## src/rtl/irqc_pkg.sv

```systemverilog
package irqc_pkg;
  localparam int NSRC    = 32;
  localparam int NUM_TGT = 2;
  localparam int ADDR_W  = 8;
  localparam int TGT_W   = (NUM_TGT > 1) ? $clog2(NUM_TGT) : 1;

  typedef logic [NSRC-1:0] vec_t;

  // next value of a cause register: write-one clears, live level sets (set wins)
  function automatic vec_t cause_next(vec_t cur, vec_t lvl, logic ack_en, vec_t wdata);
    vec_t ack;
    ack = ack_en ? wdata : '0;
    return (cur & ~ack) | lvl;
  endfunction

  // any request both latched and enabled
  function automatic logic any_pending(vec_t cause, vec_t mask);
    return |(cause & mask);
  endfunction
endpackage

```

## src/rtl/irqc_bank.sv

```systemverilog
module irqc_bank
  import irqc_pkg::*;
(
  input  logic clk,
  input  logic rst_n,
  input  vec_t src_lvl,
  input  logic cause_we,
  input  logic mask_we,
  input  vec_t wdata,
  output vec_t cause_q,
  output vec_t mask_q,
  output logic irq
);
  vec_t pend;

  always_ff @(posedge clk or negedge rst_n) begin
    if (!rst_n) begin
      cause_q <= '0;
      mask_q  <= '0;
    end else begin
      cause_q <= cause_next(cause_q, src_lvl, cause_we, wdata);
      if (mask_we) mask_q <= wdata;
    end
  end

  assign pend = cause_q & mask_q;
  assign irq  = any_pending(cause_q, mask_q);

  AST_LEVEL_LATCH: assert property (@(posedge clk) disable iff (!rst_n)
    1'b1 |=> ((cause_q & $past(src_lvl)) == $past(src_lvl)));
  AST_SET_BEATS_ACK: assert property (@(posedge clk) disable iff (!rst_n)
    cause_we |=> ((cause_q & $past(wdata) & $past(src_lvl)) == ($past(wdata) & $past(src_lvl))));
  AST_ACK_CLEARS: assert property (@(posedge clk) disable iff (!rst_n)
    cause_we |=> ((cause_q & $past(wdata) & ~$past(src_lvl)) == '0));
  AST_NO_ACK_KEEPS: assert property (@(posedge clk) disable iff (!rst_n)
    !cause_we |=> (($past(cause_q) & ~cause_q) == '0));
  AST_MASK_HOLD: assert property (@(posedge clk) disable iff (!rst_n)
    !mask_we |=> $stable(mask_q));
  AST_MASK_LOAD: assert property (@(posedge clk) disable iff (!rst_n)
    mask_we |=> (mask_q == $past(wdata)));
  AST_CLOSED_QUIET: assert property (@(posedge clk) disable iff (!rst_n)
    (mask_q == '0) |-> !irq);
  AST_PEND_RAISES: assert property (@(posedge clk) disable iff (!rst_n)
    (pend != '0) |-> irq);
endmodule

```

## src/rtl/irqc_regdec.sv

```systemverilog
module irqc_regdec
  import irqc_pkg::*;
(
  input  logic              clk,
  input  logic              rst_n,
  input  logic [ADDR_W-1:0] addr,
  input  logic              we,
  input  vec_t              cause_rd [NUM_TGT],
  input  vec_t              mask_rd  [NUM_TGT],
  output logic [NUM_TGT-1:0] cause_we,
  output logic [NUM_TGT-1:0] mask_we,
  output vec_t              rdata
);
  localparam int HI_LSB = 3 + TGT_W;

  logic             hit;
  logic             sel_mask;
  logic [TGT_W-1:0] tgt;
  vec_t             rd_d;

  assign tgt      = addr[3 +: TGT_W];
  assign sel_mask = addr[2];

  generate
    if (HI_LSB < ADDR_W) begin : g_hi
      assign hit = (addr[ADDR_W-1:HI_LSB] == '0) && (addr[1:0] == 2'b00)
                   && (int'(tgt) < NUM_TGT);
    end else begin : g_nohi
      assign hit = (addr[1:0] == 2'b00) && (int'(tgt) < NUM_TGT);
    end
  endgenerate

  generate
    for (genvar t = 0; t < NUM_TGT; t++) begin : g_we
      assign cause_we[t] = we && hit && (int'(tgt) == t) && !sel_mask;
      assign mask_we[t]  = we && hit && (int'(tgt) == t) &&  sel_mask;
    end
  endgenerate

  always_comb begin
    rd_d = '0;
    for (int t = 0; t < NUM_TGT; t++) begin
      if (hit && int'(tgt) == t) rd_d = sel_mask ? mask_rd[t] : cause_rd[t];
    end
  end

  always_ff @(posedge clk or negedge rst_n) begin
    if (!rst_n) rdata <= '0;
    else        rdata <= rd_d;
  end

  AST_UNMAPPED_ZERO: assert property (@(posedge clk) disable iff (!rst_n)
    !hit |=> (rdata == '0));
  AST_UNMAPPED_NO_WRITE: assert property (@(posedge clk) disable iff (!rst_n)
    !hit |-> ((cause_we == '0) && (mask_we == '0)));
  AST_ONE_WRITE: assert property (@(posedge clk) disable iff (!rst_n)
    $onehot0({cause_we, mask_we}));
endmodule

```

## src/rtl/dual_lvl_intc.sv

```systemverilog
module dual_lvl_intc
  import irqc_pkg::*;
(
  input  logic              clk,
  input  logic              rst_n,
  input  logic [NSRC-1:0]   src_lvl,
  input  logic [ADDR_W-1:0] bus_addr,
  input  logic              bus_we,
  input  logic [NSRC-1:0]   bus_wdata,
  output logic [NSRC-1:0]   bus_rdata,
  output logic [NUM_TGT-1:0] irq_out
);
  vec_t               cause_v [NUM_TGT];
  vec_t               mask_v  [NUM_TGT];
  logic [NUM_TGT-1:0] cause_we;
  logic [NUM_TGT-1:0] mask_we;

  irqc_regdec u_dec (
    .clk      (clk),
    .rst_n    (rst_n),
    .addr     (bus_addr),
    .we       (bus_we),
    .cause_rd (cause_v),
    .mask_rd  (mask_v),
    .cause_we (cause_we),
    .mask_we  (mask_we),
    .rdata    (bus_rdata)
  );

  generate
    for (genvar t = 0; t < NUM_TGT; t++) begin : g_tgt
      irqc_bank u_bank (
        .clk      (clk),
        .rst_n    (rst_n),
        .src_lvl  (src_lvl),
        .cause_we (cause_we[t]),
        .mask_we  (mask_we[t]),
        .wdata    (bus_wdata),
        .cause_q  (cause_v[t]),
        .mask_q   (mask_v[t]),
        .irq      (irq_out[t])
      );
    end
  endgenerate

  AST_SHARED_LINES: assert property (@(posedge clk) disable iff (!rst_n)
    1'b1 |=> ((cause_v[0] & $past(src_lvl)) == (cause_v[1] & $past(src_lvl))));
endmodule

```

## config.mk

```make
export PLATFORM = sky130hd
export DESIGN_NAME = dual_lvl_intc
export DESIGN_NICKNAME = d
export VERILOG_FILES = /design/src/rtl/irqc_pkg.sv /design/src/rtl/irqc_bank.sv /design/src/rtl/irqc_regdec.sv /design/src/rtl/dual_lvl_intc.sv
export SDC_FILE = /design/constraint.sdc
export NUM_CORES = 1
export LEC_CHECK = 0
export BUFFER_PORTS_ARGS = -buffer_cell sky130_fd_sc_hd__clkbuf_2
export CAP_MARGIN = 20
export CORE_MARGIN = 2
export CORE_UTILIZATION = 55
export CTS_CLUSTER_DIAMETER = 100
export CTS_CLUSTER_SIZE = 28
export DETAILED_ROUTE_END_ITERATION = 10
export GPL_TIMING_DRIVEN = 1
export HOLD_SLACK_MARGIN = 0.06
export PLACE_DENSITY = 0.78
export SLEW_MARGIN = 20
export SYNTH_ARGS = -nofsm -noshare
export SYNTH_HDL_FRONTEND = slang
export SYNTH_SLANG_ARGS = --single-unit
```

## constraint.sdc

```tcl
create_clock -name clk -period 2.5 [get_ports clk]
set_input_delay 0.125 -clock clk [delete_from_list [all_inputs] [get_ports clk]]
set_output_delay 0.125 -clock clk [all_outputs]
set_load 0.05 [all_outputs]
```

* Word level (Yosys, flattened, before mapping)
Cells that the tools add are included.
** Storage, ports and cells
- Register bits :: 160
- Logic and storage cells :: 35
** Operators by class
- Multiplexer cells :: 6
- Bitwise logic cells :: 9
- Reductions and logical operators :: 15
** Operator list (number)
- $mux 32 :: 6
- $and 32x32->32 :: 4
- $not 32->32 :: 2
- $or 32x32->32 :: 2
- $reduce_or 32->1 :: 2
- $logic_and 1x1->1 :: 10
- $logic_not 4->1 :: 1
- $logic_not 2->1 :: 1
- $logic_not 1->1 :: 1
- $not 1->1 :: 1

* Depth between registers and ports, before layout
- Word-level depth :: 9
- Mapped depth :: 6

* Cells and area by module
A second synthesis with hierarchy kept.
** Second synthesis, totals
- Cell total of the unflattened synthesis :: 495
- Area, all modules :: 6956.7 µm²
** By module, submodules not included
- irqc_bank :: instances 2, cells an instance 188, area each 2514.9 µm², seq. area each 1601.5 µm²
- irqc_regdec :: instances 1, cells an instance 119, area each 1926.8 µm², seq. area each 800.8 µm²

* Worst setup path after synthesis
No wires, ideal clock.
- Path type :: input-to-reg
- From :: input port bus_addr[5]
- To :: register g_tgt[0].u_bank.mask_q[10]
- Library setup time :: 0.125 ns
- Data arrival time :: 1.708 ns
- Required time :: 2.375 ns
- Setup slack :: 0.667 ns
- Cell stages on the path :: 5
- Cell sequence :: or4_4 or4_4 buf_6 buf_6 mux2_4
** On the way
- Longest elaborated chain between the ends :: 5
** Ends and longest elaborated chain
- start, declared :: line dual_lvl_intc.sv:7 : input logic [ADDR_W-1:0] bus_addr,
- $logic_not 4->1 :: line irqc_regdec.sv:26 : assign hit = (addr[ADDR_W-1:HI_LSB] == '0) && (addr[1:0] == 2'b00)
- $logic_and 1x1->1 :: line irqc_regdec.sv:26
- $logic_and 1x1->1 (3 in series) :: line irqc_regdec.sv:36 : assign mask_we[t] = we && hit && (int'(tgt) == t) && sel_mask;
- end signal, assigned :: line irqc_bank.sv:22 : if (mask_we) mask_q <= wdata;
- end, declared :: line irqc_bank.sv:11 : output vec_t mask_q,
No other way between the ends.
A chain may end at the register's enable or synchronous reset.

* Worst setup path after layout
- From :: register g_tgt[0].u_bank.mask_q[14]
- To :: output port irq_out[0]
** On the way
- Longest elaborated chain between the ends :: 2
** Ends and longest elaborated chain
- $and 32x32->32
- $reduce_or 32->1 :: line irqc_pkg.sv:18 : return |(cause & mask);
- end, declared :: line dual_lvl_intc.sv:11 : output logic [NUM_TGT-1:0] irq_out
No other way between the ends.

==> metrics.txt <==
Critical Path Slowest Stage Cell or4_1; Post-DP HPWL 13.38 mm; Routed wire per std cell 22.78 um; crit start category register; worst-margin pin slew 0.7900 ns; RePlAce Congestion 0.9212; Max-Cap Viols 0; Final Hold Fails 0; clk slew on worst S/H paths 0.06 ns; GRT Total Usage 30.82%; Cell variety after synth 21; Rows 42; Synth Register Bits 160; DR vias 5703; average cell area after synthesis 13.62 um2; Syn Std Cell Area 7422 um2; commonest non-fill, non-tap cell in the layout dfrtp_1; layout cells sized above 1 34.20%; post-synthesis cell count 545; Slew HR 47.33%; Starting Density 56.27%; largest net degree at the start of global routing 80; RSZ-0062 raised after global routing false; Crit path required time 2.38 ns; die height 120.2 um; Overflow after GRT 0; DRC Markers 0; Max Fclk 432.1 MHz; initial drt markers 589; CTS tree done; clock sink count 160; Worst setup EP type output port; CTS Buffer Depth 2; Hold Path Class input pin to register; synthesis-to-layout area growth 28.07%; drt pass-1 iters 7; status finished, final reports clean; Die Wd 120.2 um; fin nets 796; CTS root buffer clkbuf_16; Buf+Inv Stages, Crit Path 1; clk_skew 0.003388 ns; Core Util, Final 72.06%; core region area 13190 um2; vias in the first global route 6062; final max-slew violation count 0; setup TNS 0 ns; critical setup path kind register to output port; initial antenna violation count 1; sequential element share of the synthesized area 53.94%; Pwr Density 628.4 nW/um2; IO Pins 109; CP max stage delay 0.59 ns; fillers 835; Peak supply drop 0.4918 mV; crit-path cells a22oi_1 -> nand4_1 -> or4_1 -> clkbuf_2; Port Buffers 108; final setup vio count 0; Ys Warns 0; CP Data Arrival Time 2.19 ns; Final ANT Viol Nets 0; area of the die 14440 um2; Clock Latency Late Sink 0.43 ns; leakage dissipation 0.004106 uW; syn_nets 620; post-DR vias/cell 6.260; crit share post-route 92.58%; Final min period 2.314 ns; # H-tree levels 4; global-route wire length before repair 33.30 mm; Hold WS 0.1255 ns; commonest non-fill, non-tap cells in the layout 160 x dfrtp_1, 107 x clkbuf_2, 81 x dlygate4sd3_1; Crit path max-delay family simple AND/OR/NAND/NOR gates; cts bufs inserted 17; Routed WL 20.75 mm; crit-path max FO 3
==> report_power, final <==
| part | switching (uW) | internal [uW] |
|---|---|---|
| clock | 1030 | 1580 |
| combinational | 357 | 312 |
| sequential | 49.4 | 2640 |
| total | 1430 | 4540 |
==> final timing paths <==
| kind | end | startpoint | cells after the start | slack (ns) |
|---|---|---|---|---|
| max in group asynchronous | u_dec.rdata[4]$_DFF_PN0_ | rst_n | 3 | 1.49 |
| setup reg to reg | g_tgt[1].u_bank.cause_q[12]$_DFF_PN0_ | g_tgt[1].u_bank.cause_q[12]$_DFF_PN0_ | 3 | 1.20 |
| hold reg to reg | g_tgt[1].u_bank.mask_q[2]$_DFFE_PN0P_ | g_tgt[1].u_bank.mask_q[2]$_DFFE_PN0P_ | 1 | 0.53 |
| hold / removal | g_tgt[0].u_bank.cause_q[18]$_DFF_PN0_ | bus_we | 4 | 0.13 |
| min in group asynchronous | u_dec.rdata[30]$_DFF_PN0_ | rst_n | 2 | 0.20 |
| setup / recovery | irq_out[0] | g_tgt[0].u_bank.mask_q[14]$_DFFE_PN0P_ | 4 | 0.19 |
==> layer usage <==
metal	routed length [um]	track usage, %	share of wire, %	vias to the layer above
li1	-	-	-	2428
met1	8146	40.31	39	2876
met4	888	16.54	4.3	0
met3	1632	5.894	7.9	63
met5	0	0	0	-
met2	10080	48.97	49	336
==> tightest hold or removal path, stage by stage <==
cell and delay, ns:
clkbuf_2 0.15, nand2_1 0.11, o41ai_1 0.08, nand2b_1 0.07
==> metrics by stage <==
stage	total power (uW)	instance area, um2	worst slack, ns	cells
after floorplan	3076	7422	0.6673	545
final	5973	9505	0.1856	911
after global placement	3301	8104	0.4048	797
after global routing	6167	9505	0.1292	911
after CTS	5982	9503	0.2169	910
after detailed placement	3318	8104	0.3733	797
==> flip-flops by register name (all words and copies together) (netlist names) <==
signal                flops
g_tgt.u_bank.cause_q     64
g_tgt.u_bank.mask_q      64
u_dec.rdata              32
==> layout make-up <==
type	count	area, um2	area share (%)
multi-input cells	339	3203	33.70
clock buffers	20	446.7	4.699
well taps	176	220.2	2.317
diodes	1	2.502	0.02633
flip-flops and latches	160	4004	42.12
repair buffers	203	1488	15.65
clock inverters	12	141.4	1.487
==> what timing repair did <==
item,CTS,global route
buffers inserted,0,0
hold endpoints to repair,176,0
resized for setup,0,0
hold buffers,81,0
==> cells by family (layout without fill, tap and decap cells) <==
kind of cell / count (synthesis) / in the layout / synth area share [%]
AO/OA/AOI/OAI: 96 / 96 / 10.79
flip-flops: 160 / 160 / 53.94
AND/OR/NAND/NOR: 147 / 147 / 11.43
other: 0 / 1 / 0
buffers and inverters: 46 / 235 / 2.899
multiplexers: 96 / 96 / 20.94
==> cell usage after synthesis <==
library cell	instances	area share, %
buf_2	4	0.27
nand4_1	8	0.67
or4_4	2	0.30
mux4_2	32	9.7
or3_1	1	0.084
or2_2	3	0.25
buf_4	2	0.20
buf_6	4	0.61
o41ai_1	64	7.6
buf_1	10	0.51
dfrtp_1	160	54
mux2_2	32	4.9
clkbuf_1	26	1.3
mux2_4	30	6.1
nand2_1	33	1.7
nand3_1	1	0.067
or4_1	2	0.20
mux2_1	2	0.30
nor2b_1	32	2.7
a22oi_1	32	3.2
nand2b_1	65	5.5
Note: power is estimated with default switching activity, not from simulation.
